===== src/rtl/epp_pkg.sv =====
// Shared constants and state type for the enhanced parallel port cycle engine.
// Assumes byte-wide peripheral bus and 8-bit control/status registers.
package epp_pkg;
    typedef enum logic [1:0] {
        ST_IDLE    = 2'd0,
        ST_STROBE  = 2'd1,
        ST_RELEASE = 2'd2,
        ST_DONE    = 2'd3
    } epp_state_e;

    localparam logic [7:0] CTRL_GATE_MASK  = 8'h2F;
    localparam logic [7:0] CTRL_WR_PATTERN = 8'h04;
    localparam logic [7:0] CTRL_RD_PATTERN = 8'h24;

    localparam logic [2:0] OFS_STATUS = 3'd1;
    localparam logic [2:0] OFS_ADDR   = 3'd3;
    localparam logic [2:0] OFS_DATA   = 3'd4;
endpackage


===== src/rtl/epp_gate.sv =====
// Control-register gate: decides whether a write or a read cycle may run.
// Assumes port_ctrl is the live control register value; purely combinational.
module epp_gate
    import epp_pkg::*;
(
    input  logic [7:0] port_ctrl,
    output logic       wr_ok,
    output logic       rd_ok
);
    logic [7:0] masked;

    // Compare the handshake-relevant control bits against each direction's pattern.
    always_comb begin
        masked = port_ctrl & CTRL_GATE_MASK;
        wr_ok  = (masked == CTRL_WR_PATTERN);
        rd_ok  = (masked == CTRL_RD_PATTERN);
    end
endmodule


===== src/rtl/epp_timeout_status.sv =====
// Sticky timeout flag and its merge into bit 0 of the status value.
// Assumes set and clear are never requested in the same cycle (the host is busy while cycles run).
module epp_timeout_status (
    input  logic       clk,
    input  logic       rst_n,
    input  logic       set_flag,
    input  logic       clr_flag,
    input  logic [7:0] status_in,
    output logic [7:0] status_out,
    output logic       flag
);
    // Hold the flag until the host clears it; a set wins over a clear.
    always_ff @(posedge clk) begin
        if (!rst_n)        flag <= 1'b0;
        else if (set_flag) flag <= 1'b1;
        else if (clr_flag) flag <= 1'b0;
    end

    // Replace status bit 0 with the flag.
    always_comb begin
        status_out = (status_in & 8'hFE) | {7'd0, flag};
    end

    AST_FLAG_RISE: assert property (@(posedge clk) disable iff (!rst_n)
        $rose(flag) |-> $past(set_flag));
    AST_FLAG_CLEAR: assert property (@(posedge clk) disable iff (!rst_n)
        (clr_flag && !set_flag) |=> !flag);
endmodule


===== src/rtl/epp_sequencer.sv =====
// Byte-cycle sequencer: runs one strobe/wait handshake per byte, least significant first,
// aborts on a wait timeout and reports completion with a one-cycle done pulse.
// Assumes start is only raised while busy is low; start_ok already holds the gate result.
module epp_sequencer
    import epp_pkg::*;
#(
    parameter int MAX_BYTES  = 4,
    parameter int WAIT_LIMIT = 8,
    localparam int IDX_W     = (MAX_BYTES > 1) ? $clog2(MAX_BYTES) : 1,
    localparam int CNT_W     = $clog2(WAIT_LIMIT + 1),
    localparam int DATA_W    = 8 * MAX_BYTES
) (
    input  logic              clk,
    input  logic              rst_n,
    input  logic              start,
    input  logic              start_wr,
    input  logic              start_epp,
    input  logic              start_addr,
    input  logic              start_ok,
    input  logic [IDX_W-1:0]  start_last,
    input  logic [DATA_W-1:0] start_wdata,
    input  logic              periph_wait,
    input  logic [7:0]        bus_in,
    output logic              busy,
    output logic              done,
    output logic              addr_strobe,
    output logic              data_strobe,
    output logic [7:0]        bus_out,
    output logic              bus_oe,
    output logic [DATA_W-1:0] rdata,
    output logic              timeout_set
);
    epp_state_e        state;
    logic [IDX_W-1:0]  idx;
    logic [IDX_W-1:0]  last_q;
    logic [CNT_W-1:0]  cnt;
    logic              wr_q;
    logic              addr_q;
    logic [DATA_W-1:0] wdata_q;
    logic [7:0]        lane [MAX_BYTES];
    logic              capture;
    logic              strobe_on;

    // Decode the handshake events of the current byte cycle.
    always_comb begin
        strobe_on   = (state == ST_STROBE);
        capture     = strobe_on && periph_wait && !wr_q;
        timeout_set = strobe_on && !periph_wait && (cnt == CNT_W'(WAIT_LIMIT - 1));
    end

    // Main state machine: accept, strobe, release, next byte or finish.
    always_ff @(posedge clk) begin
        if (!rst_n) begin
            state   <= ST_IDLE;
            idx     <= '0;
            last_q  <= '0;
            cnt     <= '0;
            wr_q    <= 1'b0;
            addr_q  <= 1'b0;
            wdata_q <= '0;
        end else begin
            case (state)
                ST_IDLE: if (start) begin
                    idx     <= '0;
                    cnt     <= '0;
                    last_q  <= start_last;
                    wr_q    <= start_wr;
                    addr_q  <= start_addr;
                    wdata_q <= start_wdata;
                    state   <= (start_epp && start_ok) ? ST_STROBE : ST_DONE;
                end
                ST_STROBE: begin
                    if (periph_wait)      state <= ST_RELEASE;
                    else if (timeout_set) state <= ST_DONE;
                    else                  cnt   <= cnt + 1'b1;
                end
                ST_RELEASE: begin
                    if (idx == last_q) begin
                        state <= ST_DONE;
                    end else begin
                        idx   <= idx + 1'b1;
                        cnt   <= '0;
                        state <= ST_STROBE;
                    end
                end
                default: state <= ST_IDLE;
            endcase
        end
    end

    // Per-lane read data: preset to ones within the access width, then filled as bytes arrive.
    for (genvar g = 0; g < MAX_BYTES; g++) begin : g_lane
        always_ff @(posedge clk) begin
            if (!rst_n)                          lane[g] <= 8'hFF;
            else if (start && !busy && !start_wr) lane[g] <= (IDX_W'(g) <= start_last) ? 8'hFF : 8'h00;
            else if (capture && idx == IDX_W'(g)) lane[g] <= bus_in;
        end
        assign rdata[g*8 +: 8] = lane[g];
    end

    // Drive host and bus outputs from the state.
    always_comb begin
        busy        = (state != ST_IDLE);
        done        = (state == ST_DONE);
        addr_strobe = strobe_on && addr_q;
        data_strobe = strobe_on && !addr_q;
        bus_oe      = wr_q && (state == ST_STROBE || state == ST_RELEASE);
        bus_out     = wdata_q[{idx, 3'b000} +: 8];
    end

    AST_STROBE_EXCL: assert property (@(posedge clk) disable iff (!rst_n)
        !(addr_strobe && data_strobe));
    AST_DONE_SINGLE: assert property (@(posedge clk) disable iff (!rst_n)
        done |=> !done);
    AST_TIMEOUT_IN_CYCLE: assert property (@(posedge clk) disable iff (!rst_n)
        timeout_set |-> (addr_strobe || data_strobe));
    AST_RELEASE_GAP: assert property (@(posedge clk) disable iff (!rst_n)
        (strobe_on && periph_wait) |=> !(addr_strobe || data_strobe));
endmodule


===== src/rtl/epp_cycle_engine.sv =====
// Top of the enhanced parallel port cycle engine: decodes host requests, gates them on the
// control register, runs byte cycles through the sequencer and keeps the timeout flag.
// Assumes one request at a time; requests seen while busy are dropped.
module epp_cycle_engine
    import epp_pkg::*;
#(
    parameter int MAX_BYTES  = 4,
    parameter int WAIT_LIMIT = 8,
    localparam int IDX_W     = (MAX_BYTES > 1) ? $clog2(MAX_BYTES) : 1,
    localparam int DATA_W    = 8 * MAX_BYTES
) (
    input  logic              clk,
    input  logic              rst_n,
    input  logic              host_req,
    input  logic              host_wr,
    input  logic [2:0]        host_ofs,
    input  logic [1:0]        host_size,
    input  logic [DATA_W-1:0] host_wdata,
    output logic              host_busy,
    output logic              host_done,
    output logic [DATA_W-1:0] host_rdata,
    input  logic [7:0]        port_ctrl,
    input  logic [7:0]        periph_status,
    output logic [7:0]        status_view,
    output logic              timeout_flag,
    output logic              addr_strobe,
    output logic              data_strobe,
    input  logic              periph_wait,
    output logic [7:0]        epp_bus_out,
    output logic              epp_bus_oe,
    input  logic [7:0]        epp_bus_in
);
    logic             wr_ok, rd_ok;
    logic             accept;
    logic             is_addr, is_data;
    logic             gate_ok;
    logic             clr_req;
    logic             to_set;
    logic [IDX_W-1:0] last_idx;

    epp_gate u_gate (
        .port_ctrl (port_ctrl),
        .wr_ok     (wr_ok),
        .rd_ok     (rd_ok)
    );

    // Decode the request: offset class, gate result, byte count and status clear.
    always_comb begin
        accept  = host_req && !host_busy;
        is_addr = (host_ofs == OFS_ADDR);
        is_data = (host_ofs == OFS_DATA);
        gate_ok = host_wr ? wr_ok : rd_ok;
        clr_req = accept && host_wr && (host_ofs == OFS_STATUS) && host_wdata[0];
        if (!is_data)             last_idx = '0;
        else if (host_size == 2'd0) last_idx = '0;
        else if (host_size == 2'd1) last_idx = IDX_W'(1);
        else                        last_idx = IDX_W'(MAX_BYTES - 1);
    end

    epp_sequencer #(
        .MAX_BYTES  (MAX_BYTES),
        .WAIT_LIMIT (WAIT_LIMIT)
    ) u_seq (
        .clk         (clk),
        .rst_n       (rst_n),
        .start       (accept),
        .start_wr    (host_wr),
        .start_epp   (is_addr || is_data),
        .start_addr  (is_addr),
        .start_ok    (gate_ok),
        .start_last  (last_idx),
        .start_wdata (host_wdata),
        .periph_wait (periph_wait),
        .bus_in      (epp_bus_in),
        .busy        (host_busy),
        .done        (host_done),
        .addr_strobe (addr_strobe),
        .data_strobe (data_strobe),
        .bus_out     (epp_bus_out),
        .bus_oe      (epp_bus_oe),
        .rdata       (host_rdata),
        .timeout_set (to_set)
    );

    epp_timeout_status u_status (
        .clk        (clk),
        .rst_n      (rst_n),
        .set_flag   (to_set),
        .clr_flag   (clr_req),
        .status_in  (periph_status),
        .status_out (status_view),
        .flag       (timeout_flag)
    );

    AST_WR_GATE: assert property (@(posedge clk) disable iff (!rst_n)
        (accept && host_wr && (is_addr || is_data) && !wr_ok) |=> !(addr_strobe || data_strobe || epp_bus_oe));
    AST_RD_GATE: assert property (@(posedge clk) disable iff (!rst_n)
        (accept && !host_wr && (is_addr || is_data) && !rd_ok) |=> (host_done && !addr_strobe && !data_strobe));
    AST_STROBE_BUSY: assert property (@(posedge clk) disable iff (!rst_n)
        (addr_strobe || data_strobe) |-> host_busy);
    AST_RESET_STATE: assert property (@(posedge clk)
        !rst_n |=> (!host_busy && !timeout_flag && !addr_strobe && !data_strobe));
endmodule


===== config.mk =====
export PLATFORM = sky130hd
export DESIGN_NAME = epp_cycle_engine
export DESIGN_NICKNAME = d
export VERILOG_FILES = /design/src/rtl/epp_pkg.sv /design/src/rtl/epp_gate.sv /design/src/rtl/epp_timeout_status.sv /design/src/rtl/epp_sequencer.sv /design/src/rtl/epp_cycle_engine.sv
export SDC_FILE = /design/constraint.sdc
export NUM_CORES = 1
export LEC_CHECK = 0
export ABC_AREA = 1
export BUFFER_PORTS_ARGS = -buffer_cell sky130_fd_sc_hd__buf_4
export CAP_MARGIN = 20
export CORE_ASPECT_RATIO = 1.4
export CORE_MARGIN = 4
export CORE_UTILIZATION = 47
export CTS_BUF_LIST = sky130_fd_sc_hd__clkbuf_8
export CTS_CLUSTER_DIAMETER = 80
export CTS_CLUSTER_SIZE = 8
export DETAILED_ROUTE_END_ITERATION = 16
export PLACE_DENSITY = 0.87
export SYNTH_ARGS = -nofsm -noshare
export SYNTH_HDL_FRONTEND = slang
export SYNTH_SLANG_ARGS = --single-unit
export TNS_END_PERCENT = 1

===== constraint.sdc =====
create_clock -name clk -period 1.7 [get_ports clk]
set_clock_uncertainty 0.05 [all_clocks]
set_input_delay 0.34 -clock clk [delete_from_list [all_inputs] [get_ports clk]]
set_output_delay 0.34 -clock clk [all_outputs]
set_load 0.005 [all_outputs]

==> results of run 1 <==
flip-flops by register name (all words and copies together) (netlist names):
name	cells
u_seq.addr_q	1
u_seq.cnt	4
u_seq.idx	2
u_seq.lane	32
u_seq.last_q	2
u_seq.state	2
u_seq.wdata_q	32
u_seq.wr_q	1
u_status.flag	1
area by class of cell:
class,instances,area share (%)
Sequential cell,77,39.09
Multi-Input combinational cell,279,31.65
Timing Repair Buffer,118,18.97
Clock buffer,12,3.445
Inverter,41,3.366
Tap cell,97,2.531
Clock inverter,4,0.9395
power groups by stage:
stage / logic [mW] / clock network [mW] / registers, mW
floorplan: 1.39 / 0 / 2.52
global placement: 2.03 / 0 / 2.56
detailed placement: 2.09 / 0 / 2.58
CTS: 2.17 / 1.42 / 2.56
global route: 2.50 / 1.51 / 2.61
finish: 2.24 / 1.42 / 2.57
path summary, 6_finish.rpt:
check / from / end / slack (ns) / depth (start not counted)
max: u_seq.idx[0] / epp_bus_out[0] / -0.004 / 4
min: host_wdata[31] / u_seq.wdata_q[31] / 0.19 / 3
max reg2reg: u_seq.state[0] / u_seq.lane[2][4] / 0.07 / 8
min reg2reg: u_seq.wdata_q[13] / u_seq.wdata_q[13] / 0.43 / 2
cells in the mapped netlist (5+ instances only):
library cell	number
a21oi_1	12
nand3_1	9
ha_1	9
o22ai_1	8
nor2_1	93
buf_4	9
nand2_1	46
o21ai_1	26
o21ai_0	52
edfxtp_1	32
clkbuf_1	5
inv_2	5
inv_1	35
dfxtp_1	45
worst register-to-register path: stages (launching register included):
cell	delay (ns)
dfxtp_4	0.38
inv_2	0.06
ha_4	0.18
nand2_4	0.10
nor2_4	0.05
nor2_8	0.18
nand3_4	0.13
buf_4	0.18
o21ai_1	0.16
through the flow:
step / worst slack (ns) / hold WS (ns) / cells / power (mW)
final: -0.003814 / 0.1855 / 628 / 6.243
after global routing: -0.05935 / 0.1956 / 628 / 6.621
after CTS: -0.01466 / 0.1781 / 627 / 6.146
after detailed placement: 0.01322 / 0.4175 / 607 / 4.670
after global placement: 0.06181 / 0.4078 / 607 / 4.595
after floorplan: 0.002389 / 0.3957 / 420 / 3.910
metal layers:
| layer | GRT usage, % | vias up | wire length (µm) | share of wire [%] |
|---|---|---|---|---|
| li1 | - | 1583 | - | - |
| met1 | 20.58 | 1455 | 3317 | 38 |
| met2 | 32.16 | 151 | 4530 | 52 |
| met3 | 4.045 | 23 | 612 | 7.0 |
| met4 | 9.867 | 0 | 314 | 3.6 |
| met5 | 0 | - | 0 | 0 |
what timing repair did:
item	CTS	global route
gates cloned	1	0
buffers inserted	3	2
pin swaps	1	8
resized for setup	13	20
setup endpoints to repair	15	50
kinds of logic (layout without fill, tap and decap cells):
kind of cell	count (synthesis)	after routing	synth area share (%)
and+or+nand+nor	169	169	21.93
AOI/OAI and AO/OA	101	101	14.56
DFF	77	77	51.70
buffers and inverters	64	175	8.687
adders and majority gates	9	9	3.127
==> results.py, run 1 <==
metrics = {
    "outcome": {
        "status": "finished with violations",
        "violations": "setup timing",
    },
    "drt": {
        "avgViaCountPerCell": 5.115,
        "vias": 3212,
        "dr.pass1.iters": 6,
        "drt-total-wl_um": 8775,
        "drc": 0,
        "drt_iter0_drc": 91,
        "antenna_left": 0,
        "wl_per_cell_um": 13.97,
    },
    "yosys": {
        "syn_area_per_cell_um2": 8.574,
        "yosysTopAreaCellShare_pct": 26.69,
        "yosys_warnings": 0,
        "synth_flop_cell": "dfxtp_1",
        "synth_edf_count": 32,
        "synth_top_cell_by_area": "edfxtp_1",
        "synth_area_leaders": "edfxtp_1, dfxtp_1, nor2_1",
        "ys_types": 31,
        "synthesis.nets": 495,
        "syn-cell-area_mm2": 0.003601,
        "ys_async_sr_fraction_pct": 0,
        "seq_area_frac_synth_pct": 51.70,
        "synth-seq-cells": 77,
        "synthCells": 420,
    },
    "floorplan": {
        "core_mm2": 0.007407,
        "die_w_um": 81.98,
        "io_pins": 120,
        "rows": 37,
        "die_area_mm2": 0.009146,
        "initial_utilization_pct": 48.61,
        "die_h_um": 111.6,
    },
    "setup_path": {
        "crit_top_cell": "buf_4",
        "startpoint_type": "register",
        "critPathRequiredTime_ns": 1.31,
        "crit_family": "flip-flops",
        "crit_chain": "buf_4 > o21ai_1 > o22ai_1 > buf_4",
        "cp_slowest_stage_delay_ns": 0.40,
        "arrival_ns": 1.31,
        "end_kind": "output port",
        "slowest_stage": "dfxtp_4",
        "criticalPathCategory": "register to output port",
        "crit_buf_inv": 2,
        "cp_max_fo": 6,
    },
    "grt": {
        "grt_pass1_vias": 3016,
        "grt-ovfl-total": 0,
        "grt_use_total_pct": 18.59,
        "grt_first_pass_wirelength_um": 13320,
        "grt_max_degree": 39,
        "antenna_found_initial": 0,
    },
    "layout": {
        "diodes": 0,
        "final_util_pct": 64.73,
        "fin_area_mm2": 0.004795,
        "layout-drive-gt1-share_pct": 33.90,
        "regArea_mm2": 0.001874,
        "nNetsFinal": 601,
        "final_cell_mix": "buf_4, nor2_1, o21ai_0",
        "nFillCells": 591,
        "multi_input_area_mm2": 0.001518,
        "areaGrowthSynthToFinish_pct": 33.15,
        "layout_commonest_cell": "buf_4",
    },
    "min_path": {
        "hp-class": "input pin to register",
    },
    "clock_tree": {
        "cts_max_level": 3,
        "clock_latency_ns": 0.34,
        "cts_buffer_depth": 2,
        "cts_tree": "done",
        "cts_sinks": 77,
        "root_buffer": "clkbuf_8",
        "cts_hold_buf": 0,
        "clk_pin_slew_worst_paths_ns": 0.08,
        "numCtsBuffers": 9,
    },
    "place": {
        "placed_cell_area_mm2": 0.004469,
        "dp_hpwl_um": 6389,
        "globalplace.congestion": 0.8910,
        "io_buffers": 101,
    },
    "sta": {
        "hold_violations": 0,
        "slew_violations": 0,
        "tns_ns": -0.003814,
        "timing.final.ws_setup_ns": -0.003814,
        "period_minus_slack_ns": 1.704,
        "setup_viol": 1,
        "worstMarginPinSlew_ns": 0.3206,
        "maxSlewHeadroom_pct": 78.40,
        "fmax_mhz": 586.9,
        "rsz0062_at_grt": "yes",
        "finalCritPeriodShare_pct": 100.2,
    },
    "power_and_ir_drop": {
        "vdd_drop_max_uv": 921.3,
        "swShare_pct": 33.96,
        "seqPwrFrac_pct": 41.2,
        "pwr_density_cell_mw_per_mm2": 1302,
        "pwr-share-comb_pct": 36.0,
        "leakage_nw": 2.031,
        "power.internal_mw": 4.123,
        "switchingPower_mw": 2.120,
        "clkPwrFrac_pct": 22.8,
    },
    "run": {
        "cap_violations": 0,
    },
}
Power figures use the tool's default switching activity.
==> run 2, diff against run 1 <==
--- a/config.mk
+++ b/config.mk
@@ -10,12 +10,12 @@
 export CAP_MARGIN = 20
 export CORE_ASPECT_RATIO = 1.4
 export CORE_MARGIN = 4
-export CORE_UTILIZATION = 47
+export CORE_UTILIZATION = 52
 export CTS_BUF_LIST = sky130_fd_sc_hd__clkbuf_8
 export CTS_CLUSTER_DIAMETER = 80
 export CTS_CLUSTER_SIZE = 8
 export DETAILED_ROUTE_END_ITERATION = 16
-export PLACE_DENSITY = 0.87
+export PLACE_DENSITY = 0.91
 export SYNTH_ARGS = -nofsm -noshare
 export SYNTH_HDL_FRONTEND = slang
 export SYNTH_SLANG_ARGS = --single-unit
==> constraint.sdc (replaced) <==
create_clock -name clk -period 1.9 [get_ports clk]
set_clock_uncertainty 0.05 [all_clocks]
set_input_delay 0.38 -clock clk [delete_from_list [all_inputs] [get_ports clk]]
set_output_delay 0.38 -clock clk [all_outputs]
set_load 0.005 [all_outputs]
==> results.py, run 2 (synthesized netlist as in run 1, its figures left out) <==
metrics = {
    "power_and_ir_drop": {
        "leakage_nw": 1.977,
        "clkPwrFrac_pct": 24.3,
        "switchingPower_mw": 1.798,
        "vdd_drop_max_uv": 732.7,
        "pwr_density_cell_mw_per_mm2": 1172,
        "power.internal_mw": 3.641,
        "finalPower_mw": 5.439,
        "seqPwrFrac_pct": 42.1,
        "swShare_pct": 33.06,
        "pwr-share-comb_pct": 33.6,
    },
    "drt": {
        "vias": 3152,
        "antenna_left": 0,
        "drt_iter0_drc": 146,
        "dr.pass1.iters": 5,
        "drt-total-wl_um": 8250,
        "drc": 0,
        "wl_per_cell_um": 13.41,
        "avgViaCountPerCell": 5.125,
    },
    "grt": {
        "grt_max_degree": 39,
        "grt-ovfl-total": 0,
        "grt_first_pass_wirelength_um": 13440,
        "antenna_found_initial": 0,
        "grt_use_total_pct": 20.43,
        "grt_pass1_vias": 2981,
    },
    "floorplan": {
        "die_area_mm2": 0.008339,
        "rows": 35,
        "die_w_um": 78.33,
        "initial_utilization_pct": 54.10,
        "io_pins": 120,
        "die_h_um": 106.5,
        "core_mm2": 0.006656,
    },
    "layout": {
        "layout-drive-gt1-share_pct": 30.59,
        "nFillCells": 507,
        "diodes": 0,
        "layout_commonest_cell": "buf_4",
        "areaGrowthSynthToFinish_pct": 28.91,
        "multi_input_area_mm2": 0.001436,
        "final_cell_mix": "buf_4, nor2_1, o21ai_0",
        "nNetsFinal": 594,
        "regArea_mm2": 0.001869,
        "reg_top3": "u_seq.lane x32, u_seq.wdata_q x32, u_seq.cnt x4",
        "final_util_pct": 69.74,
    },
    "clock_tree": {
        "post_cts_buffers": 0,
        "cts_hold_buf": 0,
        "clk_pin_slew_worst_paths_ns": 0.08,
        "cts_buffer_depth": 2,
        "cts_tree": "done",
        "numCtsBuffers": 9,
        "clock_latency_ns": 0.35,
        "root_buffer": "clkbuf_8",
        "cts_sinks": 77,
        "cts_max_level": 3,
    },
    "setup_path": {
        "arrival_ns": 1.39,
        "end_kind": "output port",
        "startpoint_type": "register",
        "criticalPathCategory": "register to output port",
        "critPathRequiredTime_ns": 1.47,
        "cp_max_fo": 13,
    },
    "sta": {
        "finalCritPeriodShare_pct": 95.70,
        "fmax_mhz": 550.0,
        "rsz0062_at_grt": "no",
        "period_minus_slack_ns": 1.818,
        "maxSlewHeadroom_pct": 79.12,
        "hold_violations": 0,
        "timing.hold.ws_ns": 0.2246,
        "slew_violations": 0,
        "worstMarginPinSlew_ns": 0.3132,
        "setup_viol": 0,
        "tns_ns": 0,
    },
    "outcome": {
        "status": "finished clean",
    },
    "place": {
        "dp_hpwl_um": 6333,
        "io_buffers": 101,
        "globalplace.congestion": 0.9207,
    },
    "run": {
        "cap_violations": 0,
    },
    "min_path": {
        "hp-class": "input pin to register",
    },
}
[run 2: worst max-delay path, stage by stage (launching register included)]
cell and delay [ns]:
dfxtp_4 0.43, buf_6 0.16, o21ai_0 0.11, o22ai_1 0.19, buf_4 0.14
[run 2: cell type report]
cell class / instances / share of cell area, %
clock inverters: 5 / 1.671
flip-flops and latches: 77 / 40.27
multi-input cells: 279 / 30.94
well taps: 92 / 2.480
clock buffers: 10 / 2.965
repair buffers: 111 / 18.30
inverters: 41 / 3.369
[run 2: repair_timing]
action / CTS / global route
endpoints found under the setup margin: 8 / 43
cloned: 0 / 0
resized for setup: 2 / 10
[run 2: power groups by stage]
stage / logic, mW / clock network (mW) / registers [mW]
after global placement: 1.76 / 0 / 2.29
after detailed placement: 1.82 / 0 / 2.31
after CTS: 1.83 / 1.34 / 2.28
after global routing: 2.07 / 1.40 / 2.32
final: 1.83 / 1.32 / 2.29
after floorplan: 1.20 / 0 / 2.25
[run 2: per-stage QoR]
stage               worst slack (ns)  cells  instance area (µm²)
CTS                          0.01200    615                 4624
floorplan                     0.1247    420                 3601
global route                0.002991    615                 4642
global placement              0.1274    600                 4405
detailed placement           0.06772    600                 4405
finish                       0.08175    615                 4642
[run 2: final timing paths]
check / depth (start not counted) / start / slack (ns) / end
max: 4 / u_seq.idx[0] / 0.08 / epp_bus_out[5]
min: 3 / host_wdata[31] / 0.22 / u_seq.wdata_q[31]
max reg2reg: 9 / u_seq.state[0] / 0.12 / u_seq.lane[3][6]
min reg2reg: 2 / u_seq.wdata_q[15] / 0.43 / u_seq.wdata_q[15]
[run 2: metal layers]
metal	routed length [µm]	vias to the layer above	track usage (%)
met5	0	-	0
met1	2939	1404	21.93
met3	663	29	4.915
met2	4327	144	35.85
li1	-	1575	-
met4	319	0	12.25
==> run 3, diff against run 2 <==
--- a/config.mk
+++ b/config.mk
@@ -5,7 +5,6 @@
 export SDC_FILE = /design/constraint.sdc
 export NUM_CORES = 1
 export LEC_CHECK = 0
-export ABC_AREA = 1
 export BUFFER_PORTS_ARGS = -buffer_cell sky130_fd_sc_hd__buf_4
 export CAP_MARGIN = 20
 export CORE_ASPECT_RATIO = 1.4
==> results.py, run 3 <==
metrics = {
    "clock_tree": {
        "cts_buffer_depth": 2,
        "clk_pin_slew_worst_paths_ns": 0.08,
        "root_buffer": "clkbuf_8",
        "cts_sinks": 77,
        "cts_max_level": 3,
        "numCtsBuffers": 9,
        "clock_latency_ns": 0.34,
        "cts_tree": "done",
    },
    "power_and_ir_drop": {
        "leakage_nw": 1.888,
        "vdd_drop_max_uv": 814.5,
        "pwr_density_cell_mw_per_mm2": 1124,
        "finalPower_mw": 5.420,
    },
    "setup_path": {
        "r2r_setup_slack_ns": 0.05,
        "reg2reg_to": "u_seq.cnt[3]",
        "r2r-start": "u_seq.idx[0]",
        "cp_max_fo": 5,
        "critical_path.startpoint": "u_seq.idx[0]",
        "crit_family": "multiplexers",
        "rr_worst_depth": 6,
        "endpoint": "epp_bus_out[3]",
        "slowest_stage": "mux4_2",
        "crit_chain": "clkbuf_16 > mux4_2 > buf_6",
        "cp_slowest_stage_delay_ns": 0.50,
        "startpoint_type": "register",
        "arrival_ns": 1.50,
        "criticalPathCategory": "register to output port",
        "critPathRequiredTime_ns": 1.47,
        "crit_buf_inv": 2,
        "end_kind": "output port",
        "path_depth": 3,
    },
    "grt": {
        "grt_pass1_vias": 3069,
        "grt_max_degree": 34,
        "antenna_found_initial": 0,
        "grt-ovfl-total": 0,
        "grt_use_total_pct": 22.10,
        "grt_first_pass_wirelength_um": 14390,
    },
    "yosys": {
        "ys_types": 48,
        "yosysMostFrequentCell": "nand2_1",
        "syn_area_per_cell_um2": 10.28,
        "synth_edf_count": 32,
        "synthesis.nets": 422,
        "ys_async_sr_fraction_pct": 0,
        "synth_flop_cell": "dfxtp_1",
        "synth_area_leaders": "edfxtp_1, dfxtp_1, nand2_1",
        "synthTopCellsByCount": "nand2_1, dfxtp_1, a21oi_1",
        "synth_top_cell_by_area": "edfxtp_1",
        "synth-seq-cells": 77,
        "synthCells": 347,
        "yosysTopAreaCellShare_pct": 26.93,
        "syn-cell-area_mm2": 0.003568,
        "yosys_warnings": 0,
        "seq_area_frac_synth_pct": 52.17,
    },
    "outcome": {
        "violations": "setup timing",
        "status": "finished with violations",
    },
    "drt": {
        "drt-met1-wl_um": 3282,
        "drc": 0,
        "dr.pass1.iters": 4,
        "antenna_left": 0,
        "dr_wl_met2_um": 4721,
        "wl_per_cell_um": 16.21,
        "routed.top_layer": "met4",
        "drt_iter0_drc": 243,
        "wl_met3_um": 617,
        "drt-total-wl_um": 8901,
        "vias": 3004,
        "avgViaCountPerCell": 5.472,
    },
    "place": {
        "io_buffers": 101,
        "globalplace.congestion": 0.9190,
        "dp_slack_ns": -0.2144,
        "dp_hpwl_um": 6421,
    },
    "layout": {
        "nNetsFinal": 527,
        "areaGrowthSynthToFinish_pct": 35.13,
        "layout-drive-gt1-share_pct": 38.73,
        "nFillCells": 444,
        "reg_top3": "u_seq.lane x32, u_seq.wdata_q x32, u_seq.cnt x4",
        "diodes": 0,
        "final_cell_mix": "buf_4, nand2_1, dfxtp_1",
        "regArea_mm2": 0.001867,
        "multi_input_area_mm2": 0.001539,
        "layout_commonest_cell": "buf_4",
    },
    "sta": {
        "maxSlewHeadroom_pct": 70.29,
        "worstMarginPinSlew_ns": 0.4447,
        "slew_violations": 0,
        "period_minus_slack_ns": 1.928,
        "hold_violations": 0,
        "rsz0062_at_grt": "yes",
        "timing.final.ws_setup_ns": -0.02802,
        "setup_viol": 7,
        "fmax_mhz": 518.7,
        "finalCritPeriodShare_pct": 101.5,
        "timing.hold.ws_ns": 0.2217,
    },
    "floorplan": {
        "die_h_um": 106.0,
        "initial_utilization_pct": 53.96,
        "core_mm2": 0.006613,
        "die_area_mm2": 0.008270,
        "rows": 35,
        "die_w_um": 78.01,
        "io_pins": 120,
    },
    "min_path": {
        "hold_start": "host_wdata[23]",
        "hp-class": "input pin to register",
    },
    "run": {
        "cap_violations": 0,
    },
}
[run 3: cell type report]
cell class,instances,share of cell area [%]
inverters,8,0.6746
flip-flops and latches,77,38.71
well taps,92,2.387
repair buffers,125,21.54
multi-input cells,231,31.92
clock inverters,6,1.920
clock buffers,10,2.854
[run 3: routing by layer]
layer | global-route usage (%) | vias up
li1 | - | 1435
met2 | 40.13 | 122
met5 | 0 | -
met1 | 22.91 | 1422
met4 | 12.25 | 0
met3 | 5.424 | 25
[run 3: cell families (layout without fill, tap and decap cells)]
group,Yosys count,count (layout),synth area share [%]
flip-flops,77,77,52.17
AO/OA/AOI/OAI,88,88,16.38
AND/OR/NAND/NOR,122,122,15.88
buffers and inverters,39,149,5.294
XOR/XNOR,3,3,0.9469
adder cells (fa/ha/maj),9,9,3.156
multiplexers,9,9,6.171
[run 3: worst min path at each step]
stage	end	slack [ns]	depth (start not counted)
3_5_place_dp	u_seq.wdata_q[9]	0.40	2
6_report	u_seq.wdata_q[23]	0.22	3
5_1_grt	u_seq.wdata_q[30]	0.20	3
2_1_floorplan	u_seq.wdata_q[10]	0.38	2
4_1_cts	u_seq.wdata_q[13]	0.20	3
3_3_place_gp	u_seq.wdata_q[16]	0.39	2
[run 3: what timing repair did]
| item | CTS | global route |
|---|---|---|
| resized for setup | 26 | 13 |
| pin swaps | 0 | 1 |
| setup endpoints to repair | 27 | 66 |
| cloned | 0 | 1 |
| hold buffers | 0 | 0 |
| setup buffers | 2 | 0 |
[run 3: power by group]
| group | total (mW) | internal, mW | switching (mW) |
|---|---|---|---|
| Combinational | 1.90 | 0.929 | 0.975 |
| Clock | 1.40 | 0.785 | 0.617 |
| Sequential | 2.11 | 1.99 | 0.128 |
[run 3: tightest hold or removal path, cell delays in order]
cell and delay [ns]:
buf_4 0.11, nand2_1 0.04, a21oi_1 0.05
[run 3: through the flow]
stage | TNS (ns) | std cells | area [µm²] | utilization [%]
2_1_floorplan | -0.01130 | 347 | 3572 | -
3_3_place_gp | -1.803 | 530 | 4481 | 67.76
3_5_place_dp | -2.180 | 530 | 4481 | 67.76
4_1_cts | -0.3057 | 548 | 4773 | 72.19
5_1_grt | -0.6892 | 549 | 4822 | 72.92
6_report | -0.1209 | 549 | 4822 | 72.92
